`src/rtl/wpt_cmp_unit.sv`:
```
module wpt_cmp_unit #(
  parameter int NUM_CMP    = 2,
  parameter int ADDR_W     = 8,
  parameter int MASK_MAX   = 24,
  parameter int REF_BASE   = 32,
  parameter int CMP_STRIDE = 16
) (
  input  logic               clk,
  input  logic               rst_n,
  input  logic               reg_wen,
  input  logic [ADDR_W-1:0]  reg_addr,
  input  logic [31:0]        reg_wdata,
  output logic [31:0]        reg_rdata,
  input  logic [NUM_CMP-1:0] watch_fetch,
  input  logic               cmp0_value_mode,
  input  logic               obs_valid,
  input  logic               obs_fetch,
  input  logic [1:0]         obs_size,
  input  logic [31:0]        obs_addr,
  input  logic [31:0]        obs_data,
  output logic [NUM_CMP-1:0] match
);

  localparam int MW = 5;
  localparam logic [MW-1:0] MASK_CAP = MW'(MASK_MAX);

  logic [31:0]   ref_q  [NUM_CMP];
  logic [MW-1:0] mask_q [NUM_CMP];
  logic [NUM_CMP-1:0] hit;
  logic [MW-1:0] mask_in;
  logic [3:0]    lane_en;
  logic          val_hit;

  assign mask_in = (reg_wdata[MW-1:0] > MASK_CAP) ? MASK_CAP : reg_wdata[MW-1:0];

  function automatic logic [ADDR_W-1:0] ref_off(int i);
    return ADDR_W'(REF_BASE + CMP_STRIDE * i);
  endfunction

  always_ff @(posedge clk) begin
    if (!rst_n) begin
      for (int i = 0; i < NUM_CMP; i++) begin
        ref_q[i]  <= '0;
        mask_q[i] <= '0;
      end
    end else if (reg_wen) begin
      for (int i = 0; i < NUM_CMP; i++) begin
        if (reg_addr == ref_off(i))      ref_q[i]  <= reg_wdata;
        if (reg_addr == ref_off(i) + 4)  mask_q[i] <= mask_in;
      end
    end
  end

  always_comb begin
    reg_rdata = '0;
    for (int i = 0; i < NUM_CMP; i++) begin
      if (reg_addr == ref_off(i))     reg_rdata = ref_q[i];
      if (reg_addr == ref_off(i) + 4) reg_rdata = {{(32-MW){1'b0}}, mask_q[i]};
    end
  end

  always_comb begin
    case (obs_size)
      2'd0:    lane_en = 4'b0001 << obs_addr[1:0];
      2'd1:    lane_en = obs_addr[1] ? 4'b1100 : 4'b0011;
      default: lane_en = 4'b1111;
    endcase
    val_hit = obs_valid && !obs_fetch;
    for (int k = 0; k < 4; k++)
      if (lane_en[k] && (obs_data[8*k +: 8] != ref_q[0][8*k +: 8])) val_hit = 1'b0;
  end

  always_comb begin
    for (int i = 0; i < NUM_CMP; i++) begin
      logic [31:0] ign;
      ign = (mask_q[i] == '0) ? {31'b0, watch_fetch[i]} : ((32'h1 << mask_q[i]) - 32'h1);
      hit[i] = obs_valid && (obs_fetch == watch_fetch[i]) &&
               (((obs_addr ^ ref_q[i]) & ~ign) == 32'h0);
      if (i == 0 && cmp0_value_mode) hit[i] = val_hit;
    end
  end

  always_ff @(posedge clk) begin
    if (!rst_n) match <= '0;
    else        match <= hit;
  end


  mask_clamp_chk: assert property (@(posedge clk) disable iff (!rst_n)
    reg_wen && reg_addr == ref_off(0) + 4 && reg_wdata[MW-1:0] > MASK_CAP
    |=> mask_q[0] == MASK_CAP);


  mask_upper_zero_chk: assert property (@(posedge clk) disable iff (!rst_n)
    reg_addr == ref_off(0) + 4 |-> reg_rdata[31:MW] == '0);


  unmapped_read_chk: assert property (@(posedge clk) disable iff (!rst_n)
    reg_addr < ADDR_W'(REF_BASE) |-> reg_rdata == 32'h0);


  match_needs_valid_chk: assert property (@(posedge clk) disable iff (!rst_n)
    match != '0 |-> $past(obs_valid));


  match_type_chk: assert property (@(posedge clk) disable iff (!rst_n)
    match[NUM_CMP-1] |-> $past(obs_fetch == watch_fetch[NUM_CMP-1]));


  value_mode_data_chk: assert property (@(posedge clk) disable iff (!rst_n)
    match[0] && $past(cmp0_value_mode) |-> !$past(obs_fetch));

endmodule

```
`config.mk`:
```
export PLATFORM = sky130hd
export DESIGN_NAME = wpt_cmp_unit
export DESIGN_NICKNAME = d
export VERILOG_FILES = /design/src/rtl/wpt_cmp_unit.sv
export SDC_FILE = /design/constraint.sdc
export NUM_CORES = 1
export LEC_CHECK = 0
export BUFFER_PORTS_ARGS = -buffer_cell sky130_fd_sc_hd__buf_2
export CORE_MARGIN = 2
export CORE_UTILIZATION = 40
export DETAILED_ROUTE_END_ITERATION = 8
export PLACE_DENSITY = 0.75
export SYNTH_ARGS = -nofsm -noshare
export SYNTH_HDL_FRONTEND = slang
export SYNTH_SLANG_ARGS = --single-unit
```
`constraint.sdc`:
```
create_clock -name clk -period 5.88 [get_ports clk]
set_clock_uncertainty 0.05 [all_clocks]
set_input_delay 0.588 -clock clk [delete_from_list [all_inputs] [get_ports clk]]
set_output_delay 0.588 -clock clk [all_outputs]
set_load 0.02 [all_outputs]
```
=== After elaboration in Yosys (flattened, before gate mapping) ===
Memories as Yosys holds them, arrays and structs flattened.
Index checks and enable logic that the tools add are counted.

* $add $sub $neg: 2
* Order comparisons: 1
* Equality and inequality tests: 11
* Shift-type cells: 3
* Multiplexer cells: 35
* Bitwise logic cells: 10
* Reductions and logical operators: 15

{| class="wikitable"
|+ Operator list
! cell !! number
|-
| $mux 32 || 8
|-
| $and 32x32->32 || 2
|-
| $logic_not 32->1 || 2
|-
| $not 32->32 || 2
|-
| $shl 1x5->32 const A || 2
|-
| $sub 32x1->32 const B || 2
|-
| $xor 32x32->32 || 2
|-
| $eq 8x6->1 const B || 4
|-
| $ne 8x8->1 || 4
|-
| $mux 1 || 22
|-
| $mux 5 || 3
|-
| $logic_not 5->1 || 2
|-
| $logic_and 1x1->1 || 9
|-
| $pmux 4 s2 || 1
|-
| $gt 5x5->1 const B || 1
|-
| $mux 4 || 1
|-
| $or 1x1->1 || 4
|-
| $shl 1x2->4 const A || 1
|-
| $eq 1x1->1 || 2
|-
| $eq 2x1->1 const B || 1
|-
| $logic_not 2->1 || 1
|-
| $logic_not 1->1 || 1
|}

* Bits in registers: 2
* Bits in writable memories: 74
* Input bits: 114
* Output and inout bits: 34
* Word-level logic and storage cells: 80
* Memories: 2

{| class="wikitable"
|+ Memory list
! memory !! depth !! bits a word !! rd ports !! clocked after Yosys merged registers in !! wr ports !! RTL line !! text
|-
| ref_q || 2 || 32 || 2 || 0 || 2 || 27 || <nowiki>logic [31:0] ref_q [NUM_CMP];</nowiki>
|-
| mask_q || 2 || 5 || 2 || 0 || 2 || 28 || <nowiki>logic [MW-1:0] mask_q [NUM_CMP];</nowiki>
|}

=== Longest topological paths before layout ===
Gate-level depths: netlist of the first run.

* Depth in word-level cells: 8
* Gate-level depth with buffers: 13

=== Worst setup path before layout of the first run ===
OpenSTA, ideal clock, no wires.

* Path kind: input port to flip-flop
* From: in reg_addr[1]
* To: mem ref_q[0][0] (enable)
* Arrival time: 3,608 ps
* Setup slack: 1,757 ps
* Stages: 5
* Buffers on the path: 0
* Cell sequence: nor4_1 nand3b_1 nor2_1 nand2_1 o21ai_0

{| class="wikitable"
|+ RTL lines
! what !! RTL line !! text
|-
| start, declared || 11 || <nowiki>input logic [ADDR_W-1:0] reg_addr,</nowiki>
|-
| end, declared || 27 ||
|}

==> qor.yml, run 1 <==
status: "finished, final reports clean"
rows: 43
fill_cells: 1270
p_per_area_mw_per_mm2: 226.3
synthMuxAreaShare: 0.07280
grt_pass1_wl_um: 26160
final_cells: 858
synthArstFlopShare: 0
rsz0062_at_grt: "false"
synth_top_area_frac: 0.4003
placed_cells: 842
antenna_found_initial: 0
area_growth_pct: 19.90
synth_edf_count: 74
synthesis.instances: 550
cp-end-kind: "flop"
detailedPlacementHpwl_um: 12960
yosys.area.top_type: "edfxtp_1"
ys_seq_area_frac: 0.4075
slew_headroom: 0.2663
io_buffers: 147
avgSynthCellArea_um2: 10.09
holdBufCountCts: 0
worstPathRequired_ns: 6.08
cts_made_buffers: 9
cts_root_buf: "clkbuf_16"
drc_errors: 0
clock_latency_ns: 0.34
finalCriticalPeriod_ns: 3.675
cts_tree: "done"
finalWirelength_um: 17230
drive_gt1_frac: 0.2684
core-area_mm2: 0.01372
vdd_drop_max_uv: 145.5
finalHoldViolations: 0
clock-sinks: 76
worst_pin_slew_ns: 1.101
die_y_um: 121.8
gp_congestion: 0.9566
cts.repair.resized: 0
holdPathStages: 2
vias_per_cell: 5.652
maxSlewViolCount: 0
detail_route.wl_per_cell_um: 20.08
die_area_mm2: 0.01484
fin_tns_setup_ns: 0
cp_data_arrival_time_ns: 3.88
cp-start-kind: "flop"
ys_warn_count: 0
yosys-top-cells-count: "edfxtp_1 (74), xor2_1 (68), nor2_1 (44)"
synth_top_family_by_area: "simple AND/OR/NAND/NOR gates"
fin_nets: 789
synth_top_cells_by_area: "edfxtp_1 (40%), xor2_1 (11%), mux2i_1 (5.0%)"
drt_iter0_markers: 462
synth_compound_area_frac: 0.1442
grtUsageTotal: 0.2356
finalCritPeriodShare: 0.6251
power_leakage_nw: 2.656
fmax_mhz: 272.1
reg2regPathDepth: 9
drv_cap: 0
ys.flop_type: "edfxtp_1"
start_util: 0.4047
num_vias: 4849
synth-seq-cells: 76
io_pins: 148
gr-total-overflow: 0
synth_xor_area_frac: 0.1546
setup_viol: 0
antenna_cells: 0
htreeDepth: 3
grt_pass1_vias: 4731
syn-num-nets: 666
yosys.area_share.adder: 0.006311
grt_max_degree: 37
multi_input_area_mm2: 0.003095
ant_nets: 0
crit_type: "reg -> reg"
synth.most_common_cell: "edfxtp_1"
syn-cell-area_mm2: 0.005552
regArea_mm2: 0.002262
cts_buffer_depth: 2
hold_class: "in -> reg"
crit_fanout: 29
cts.reportedPaths.clkPinSlew_ns: 0.06
post_cts_buffers: 0
ys_types: 68
firstDrtPassIters: 8
synth-simple-area-share: 0.1785
die_w_um: 121.8
==> power by group <==
part	internal, W	switching [W]	leakage [nW]	total, W
clock	0.000367	0.000215	0.145	0.000583
combinational	0.000116	0.000142	1.79	0.000258
sequential	0.000622	0.0000436	0.719	0.000665
==> logic make-up after synthesis <==
kind of cell	count (synthesis)
DFF	76
xor gates and xnor gates	98
and+or+nand+nor	184
AOI/OAI and AO/OA	114
adders and majority gates	3
buffers and inverters	41
muxes	34
==> placed cells by master, fill, tap and decap left out, types with 4 or more instances in the layout <==
cell type / instances
buf_2: 147
edfxtp_1: 74
xor2_1: 68
nor2_1: 44
and2_1: 37
xnor2_1: 30
mux2i_1: 28
a21oi_1: 28
nand2_1: 24
o21ai_0: 22
nor4_1: 13
nor2b_1: 12
nand3_1: 10
nor3_1: 9
clkbuf_16: 9
o31ai_1: 8
nand2b_1: 6
mux4_2: 5
or2_2: 4
inv_1: 4
a211oi_1: 4
a221oi_1: 4
nand4_1: 4
o22ai_1: 4
o311ai_0: 4
==> worst max-delay path, stage by stage, from the launching register on <==
cell	delay (ns)
edfxtp_1	0.76
or4_4	0.69
or2_2	0.31
ha_1	0.31
or2_4	0.33
o41ai_2	0.22
a211oi_1	0.11
a2111oi_1	0.41
nand3_1	0.14
o31ai_2	0.25
==> flip-flops by register name, summed over array words and instances (netlist names) <==
signal  flops
ref_q      64
match       2
mask_q     10
==> routing by layer <==
layer | vias to the layer above | global-route usage | share of wire
met4 | 0 | 0.07328 | 0.022
met1 | 2297 | 0.3144 | 0.41
met2 | 235 | 0.3921 | 0.49
met3 | 27 | 0.03933 | 0.076
li1 | 2290 | - | -
met5 | - | 0 | 0
==> worst paths after layout <==
| check | startpoint | endpoint | slack (ns) |
|---|---|---|---|
| setup / recovery | mask_q[0][4]$_DFFE_PP_ | match[0]$_SDFF_PN0_ | 2.20 |
| hold / removal | reg_wdata[11] | ref_q[0][11]$_DFFE_PP_ | 0.50 |
| setup reg to reg | mask_q[0][4]$_DFFE_PP_ | match[0]$_SDFF_PN0_ | 2.20 |
| hold reg to reg | ref_q[0][17]$_DFFE_PP_ | match[0]$_SDFF_PN0_ | 0.82 |
==> stage by stage <==
| step | cell area [um^2] | power, W | hold WS, ns | util | setup slack, ns |
|---|---|---|---|---|---|
| final | 6656 | 0.001506 | 0.4999 | 0.4852 | 2.205 |
| after global routing | 6656 | 0.001560 | 0.4987 | 0.4852 | 2.023 |
| after CTS | 6656 | 0.001507 | 0.4905 | 0.4852 | 2.238 |
| after detailed placement | 6349 | 0.0009295 | 0.8041 | 0.4627 | 2.274 |
| after global placement | 6349 | 0.0009306 | 0.8106 | 0.4627 | 2.287 |
| after floorplan | 5552 | 0.0008203 | 0.7003 | - | 1.757 |
==> cell type report <==
class	count	share of cell area
clock buffers	10	0.03440
clock inverters	6	0.01184
inverters	4	0.002256
multi-input cells	433	0.4650
flip-flops and latches	76	0.3398
well taps	180	0.03383
repair buffers	149	0.1128
No activity file was read; power rests on OpenSTA's default activity.
==> run 2, diff against run 1 <==
==> constraint.sdc (replaced) <==
create_clock -name clk -period 3.78 [get_ports clk]
set_clock_uncertainty 0.05 [all_clocks]
set_input_delay 0.378 -clock clk [delete_from_list [all_inputs] [get_ports clk]]
set_output_delay 0.378 -clock clk [all_outputs]
set_load 0.02 [all_outputs]
==> run 2 against run 1 <==
Utilization rose by 0.57 points. Cell count increased by 1.3%. Critical path depth unchanged. Sequential power grew 52%. Critical endpoint unchanged. Highest routed layer unchanged.
==> qor.yml, run 2 (synthesis results as in run 1) <==
drive_gt1_frac: 0.2830  # +0.01458
slew_headroom: 0.2888  # +0.02250
vias_per_cell: 5.768  # +2.1%
clock_latency_ns: 0.34  # about the same
combPwrFrac: 0.192  # +0.021
whs_endpoint: "ref_q[0][24]$_DFFE_PP_"
holdPathStages: 2  # unchanged
crit_fanout: 11  # -62%
fmax_mhz: 319.7  # +18%
die_area_mm2: 0.01484  # unchanged
gr-total-overflow: 0  # unchanged
finalCritPeriodShare: 0.8274  # +0.2024
drt_iter0_markers: 417  # -9.7%
vdd_drop_max_uv: 215.1  # +48%
internal-power_w: 0.001662  # +50%
gp_congestion: 0.9840  # +2.9%
htreeDepth: 3  # unchanged
hp-start: "reg_wdata[24]"
cts_buffer_depth: 2  # unchanged
cts.reportedPaths.clkPinSlew_ns: 0.06  # about the same
clockPowerShare: 0.371  # -0.016
seq_power_share: 0.436  # -0.006
drv_cap: 0  # unchanged
antenna_found_initial: 0  # unchanged
design_area_mm2: 0.006734  # +1.2%
regMostFlops: "ref_q"
grtUsageTotal: 0.2413  # +0.005678
clock-sinks: 76  # unchanged
grt_max_degree: 37  # unchanged
crit_path_start: "mask_q[0][4]$_DFFE_PP_"
die_w_um: 121.8  # unchanged
grt_pass1_vias: 4794  # +1.3%
rsz0062_at_grt: "false"
hold_slack_ns: 0.2911  # -0.2088 ns
reg.largest.list: "ref_q: 64 flops, mask_q: 10 flops, match: 2 flops"
status: "finished, final reports clean"
final_cell_mix: "buf_2 (147), edfxtp_1 (74), xor2_1 (68), nor2_1 (44), and2_1 (37)"
grt_pass1_wl_um: 27070  # +3.5%
detailedPlacementHpwl_um: 13450  # +3.7%
reg2regPathDepth: 9  # unchanged
drc_errors: 0  # unchanged
die_y_um: 121.8  # unchanged
cp-end-kind: "flop"
area_growth_pct: 21.30
worstPathRequired_ns: 3.99  # -2.09 ns
cp-start-kind: "flop"
cts_made_buffers: 9  # unchanged
p_per_area_mw_per_mm2: 342.4  # +51%
rr_startpoint: "mask_q[0][4]$_DFFE_PP_"
finalCriticalPeriod_ns: 3.128  # -0.5477 ns
start_util: 0.4047  # unchanged
worst_pin_slew_ns: 1.067  # -0.03376 ns
hold_class: "in -> reg"
post_cts_buffers: 0  # unchanged
holdBufCountCts: 0  # unchanged
maxSlewViolCount: 0  # unchanged
placed_area_mm2: 0.006441  # +1.5%
regToRegSetupSlack_ns: 0.65  # -1.55 ns
rows: 43  # unchanged
detail_route.wl_per_cell_um: 20.25  # +0.85%
cp_data_arrival_time_ns: 3.34  # -0.54 ns
num_vias: 5012  # +3.4%
io_pins: 148  # unchanged
switching_share: 0.2793  # +0.01272
power_switching_w: 0.0006439  # +60%
crit_type: "reg -> reg"
largest_reg_flops: 64  # unchanged
finalHoldViolations: 0  # unchanged
ant_nets: 0  # unchanged
layout_commonest_cell: "buf_2"
antenna_cells: 0  # unchanged
power_leakage_nw: 2.708  # +1.9%
cts_tree: "done"
fin_util: 0.4908  # +0.005654
finalWirelength_um: 17600  # +2.1%
fin_tns_setup_ns: 0  # unchanged
fin_nets: 800  # +1.4%
io_buffers: 147  # unchanged
r2r_end: "match[0]$_SDFF_PN0_"
core-area_mm2: 0.01372  # unchanged
setup_viol: 0  # unchanged
cts.repair.resized: 0  # unchanged
cts_root_buf: "clkbuf_16"
firstDrtPassIters: 5  # -3
[run 2: cell count changes in the layout (fill, tap and decap cells not counted), sizes merged]
cell / change
buf: +11
bufinv: -1
clkbuf: -1
clkinv: +1
clkinvlp: +1
[run 2: layout make-up]
class | count | area [um^2]
Sequential cell | 76 | 2262
Timing Repair Buffer | 160 | 845.8
Multi-Input combinational cell | 433 | 3093
Inverter | 4 | 15.01
Fill cell | 1284 | 6985
Tap cell | 180 | 225.2
Clock buffer | 9 | 225.2
Clock inverter | 7 | 67.56
[run 2: power by group through the flow]
stage	registers, W	logic, W	clock network (W)
final	0.00101	0.000443	0.000856
after global routing	0.00101	0.000478	0.000895
after CTS	0.00101	0.000439	0.000860
after global placement	0.00102	0.000439	0
after detailed placement	0.00102	0.000435	0
after floorplan	0.00102	0.000260	0
[run 2: per-layer routing]
| metal | vias up | part of all wire | global-route usage | wire length [um] |
|---|---|---|---|---|
| li1 | 2306 | - | - | - |
| met3 | 31 | 0.072 | 0.04682 | 1266 |
| met4 | 0 | 0.023 | 0.07902 | 412 |
| met5 | - | 0 | 0 | 0 |
| met2 | 271 | 0.48 | 0.4001 | 8505 |
| met1 | 2404 | 0.42 | 0.3174 | 7413 |
[run 2: worst max path at each step]
stage          slack [ns]                  end  cells past startpoint
2_1_floorplan        0.65  match[0]$_SDFF_PN0_                     12
3_3_place_gp         0.68  match[0]$_SDFF_PN0_                      9
3_5_place_dp         0.68  match[0]$_SDFF_PN0_                      9
4_1_cts              0.67  match[0]$_SDFF_PN0_                      9
5_1_grt              0.31  match[0]$_SDFF_PN0_                      9
6_report             0.65  match[0]$_SDFF_PN0_                      9
[run 2: worst max-delay path, cell delays in order, from the launching register on]
cell and delay (ns):
edfxtp_1 0.39, or4_4 0.56, or2_2 0.32, ha_1 0.30
or2_4 0.33, o41ai_2 0.21, a211oi_1 0.11, a2111oi_1 0.40
nand3_1 0.14, o31ai_2 0.24
[run 2: metrics by stage]
| step | instances | total power, W | worst slack [ns] |
|---|---|---|---|
| 6_report | 869 | 0.002306 | 0.6523 |
| 5_1_grt | 869 | 0.002384 | 0.3131 |
| 4_1_cts | 869 | 0.002305 | 0.6693 |
| 3_5_place_dp | 853 | 0.001459 | 0.6837 |
| 3_3_place_gp | 853 | 0.001460 | 0.6770 |
| 2_1_floorplan | 550 | 0.001275 | 0.6465 |
==> run 3, diff against run 2 <==
==> constraint.sdc (replaced) <==
create_clock -name clk -period 3 [get_ports clk]
set_clock_uncertainty 0.05 [all_clocks]
set_input_delay 0.3 -clock clk [delete_from_list [all_inputs] [get_ports clk]]
set_output_delay 0.3 -clock clk [all_outputs]
set_load 0.02 [all_outputs]
==> run 3 against run 2 <==
Design area is 1.7% higher. Power is 30% higher. Clock power is 36% higher. Utilization is 0.83 points higher. First-iteration DRC count is 1.7% higher. Largest cell class unchanged. Highest routed layer unchanged.
==> qor.yml, run 3 (synthesis results as in run 1) <==
status: "finished, final reports clean"
post-place-ws_ns: 0.1293  # -0.5544 ns
antenna_found_initial: 0  # unchanged
cts.repair.resized: 0  # unchanged
firstDrtPassIters: 5  # unchanged
detailedPlacementHpwl_um: 13470  # +0.21%
cp-start-kind: "flop"
wl_met2_um: 8598  # +1.1%
largest_reg_flops: 64  # unchanged
area_growth_pct: 23.35
reg2regPathDepth: 9  # unchanged
wl_met1_um: 7384  # -0.39%
ant_nets: 0  # unchanged
drc_errors: 0  # unchanged
cpMostUsedCell: "or2_4"
final_cell_mix: "buf_2 (147), edfxtp_1 (74), xor2_1 (68), nor2_1 (44), and2_1 (37)"
worst_pin_slew_ns: 0.6572  # -0.4095 ns
gr-total-overflow: 0  # unchanged
power_leakage_nw: 2.777  # +2.6%
crit_fanout: 11  # unchanged
detail_route.wl_per_cell_um: 20.18  # -0.35%
grt_max_degree: 33  # -11%
grtUsageTotal: 0.2420  # +0.0007423
die_y_um: 121.8  # unchanged
rr_startpoint: "mask_q[0][4]$_DFFE_PP_"
fmax_mhz: 344.9  # +7.9%
finalHoldViolations: 0  # unchanged
final_cells: 880  # +1.3%
fin_ws_ns: 0.1005  # -0.5518 ns
drt_iter0_markers: 424  # +1.7%
cts_made_buffers: 9  # unchanged
path_cells: "or4_4 -> or2_4 -> ha_2 -> or2_4 -> o41ai_2 -> a211oi_1 -> a2111oi_1 -> nand3_1 -> o31ai_2"
fill_cells: 1306  # +1.7%
die_w_um: 121.8  # unchanged
finalWirelength_um: 17760  # +0.91%
rsz0062_at_grt: "false"
finalCritPeriodShare: 0.9665  # +0.1391
grt_pass1_vias: 4879  # +1.8%
setup_viol: 0  # unchanged
cts_buffer_depth: 2  # unchanged
worstPathRequired_ns: 3.21  # -0.78 ns
placed_cells: 865  # +1.4%
fin_nets: 812  # +1.5%
cts.reportedPaths.clkPinSlew_ns: 0.06  # about the same
cts_tree: "done"
regToRegSetupSlack_ns: 0.10  # -0.55 ns
die_area_mm2: 0.01484  # unchanged
io_buffers: 147  # unchanged
cts_root_buf: "clkbuf_16"
drive_gt1_frac: 0.2957  # +0.01270
antenna_cells: 0  # unchanged
regArea_mm2: 0.002262  # unchanged
htreeDepth: 3  # unchanged
top_layer_used: "met4"
slew_headroom: 0.5618  # +0.2730
cp_data_arrival_time_ns: 3.11  # -0.23 ns
maxSlewViolCount: 0  # unchanged
clock-sinks: 76  # unchanged
rows: 43  # unchanged
clock_latency_ns: 0.34  # about the same
crit_type: "reg -> reg"
wl_met3_um: 1181  # -6.7%
io_pins: 148  # unchanged
p_per_area_mw_per_mm2: 437.0  # +28%
cpPeakStageDelay_ns: 0.57  # about the same
crit_path_start: "mask_q[0][4]$_DFFE_PP_"
multi_input_area_mm2: 0.003103  # +0.32%
start_util: 0.4047  # unchanged
cp-end-kind: "flop"
grt_pass1_wl_um: 26770  # -1.1%
vias_per_cell: 5.657  # -1.9%
fin_tns_setup_ns: 0  # unchanged
r2r_end: "match[0]$_SDFF_PN0_"
critPathSlowestCell: "or4_4"
post_cts_buffers: 0  # unchanged
endpoint: "match[0]$_SDFF_PN0_"
finalCriticalPeriod_ns: 2.899  # -0.2282 ns
fin_util: 0.4991  # +0.008300
hold_class: "in -> reg"
regMostFlops: "ref_q"
gp_congestion: 0.9569  # -2.8%
reg.largest.list: "ref_q: 64 flops, mask_q: 10 flops, match: 2 flops"
hold_slack_ns: 0.2099  # -0.08121 ns
holdBufCountCts: 0  # unchanged
layout_commonest_cell: "buf_2"
core-area_mm2: 0.01372  # unchanged
drv_cap: 0  # unchanged
vdd_drop_max_uv: 274.6  # +28%
num_vias: 4978  # -0.68%
## run 3: worst min-delay path by stage
stage / startpoint / to / slack (ns) / cells past startpoint
final: reg_wdata[18] / ref_q[0][18]$_DFFE_PP_ / 0.21 / 2
after global routing: reg_wdata[23] / ref_q[0][55]$_DFFE_PP_ / 0.21 / 2
after CTS: reg_wdata[18] / ref_q[0][18]$_DFFE_PP_ / 0.21 / 2
after detailed placement: reg_wdata[13] / ref_q[0][45]$_DFFE_PP_ / 0.55 / 2
after global placement: reg_wdata[10] / ref_q[0][10]$_DFFE_PP_ / 0.55 / 2
after floorplan: reg_wdata[0] / mask_q[0][0]$_DFFE_PP_ / 0.47 / 1
## run 3: layout make-up
class                   instances  share of cell area
multi-input cells             433              0.4531
flip-flops and latches         76              0.3303
repair buffers                172              0.1367
clock buffers                  10             0.03344
well taps                     180             0.03289
clock inverters                 5             0.01133
inverters                       4            0.002193
## run 3: report_power, final
part | switching [W] | internal (W) | total, W
Combinational | 0.000322 | 0.000244 | 0.000566
Sequential | 0.0000495 | 0.00122 | 0.00127
Clock | 0.000437 | 0.000722 | 0.00116
## run 3: per-stage QoR
stage	total power, W	instance area [um^2]
4_1_cts	0.002988	6843
5_1_grt	0.003095	6848
2_1_floorplan	0.001607	5557
3_3_place_gp	0.001846	6536
6_report	0.002993	6848
3_5_place_dp	0.001845	6536
## run 3: critical path: cells and delay by family (launching register included)
kind / cells / cell delay (ns)
AOI/OAI and AO/OA: 4 / 0.90
adders and majority gates: 1 / 0.18
DFF: 1 / 0.39
and+or+nand+nor: 4 / 1.30
## run 3: layer usage
metal  vias to the layer above  GRT usage
met2                       254     0.3994
met1                      2366     0.3239
li1                       2320          -
met3                        38    0.03371
met5                         -          0
met4                         0    0.09052
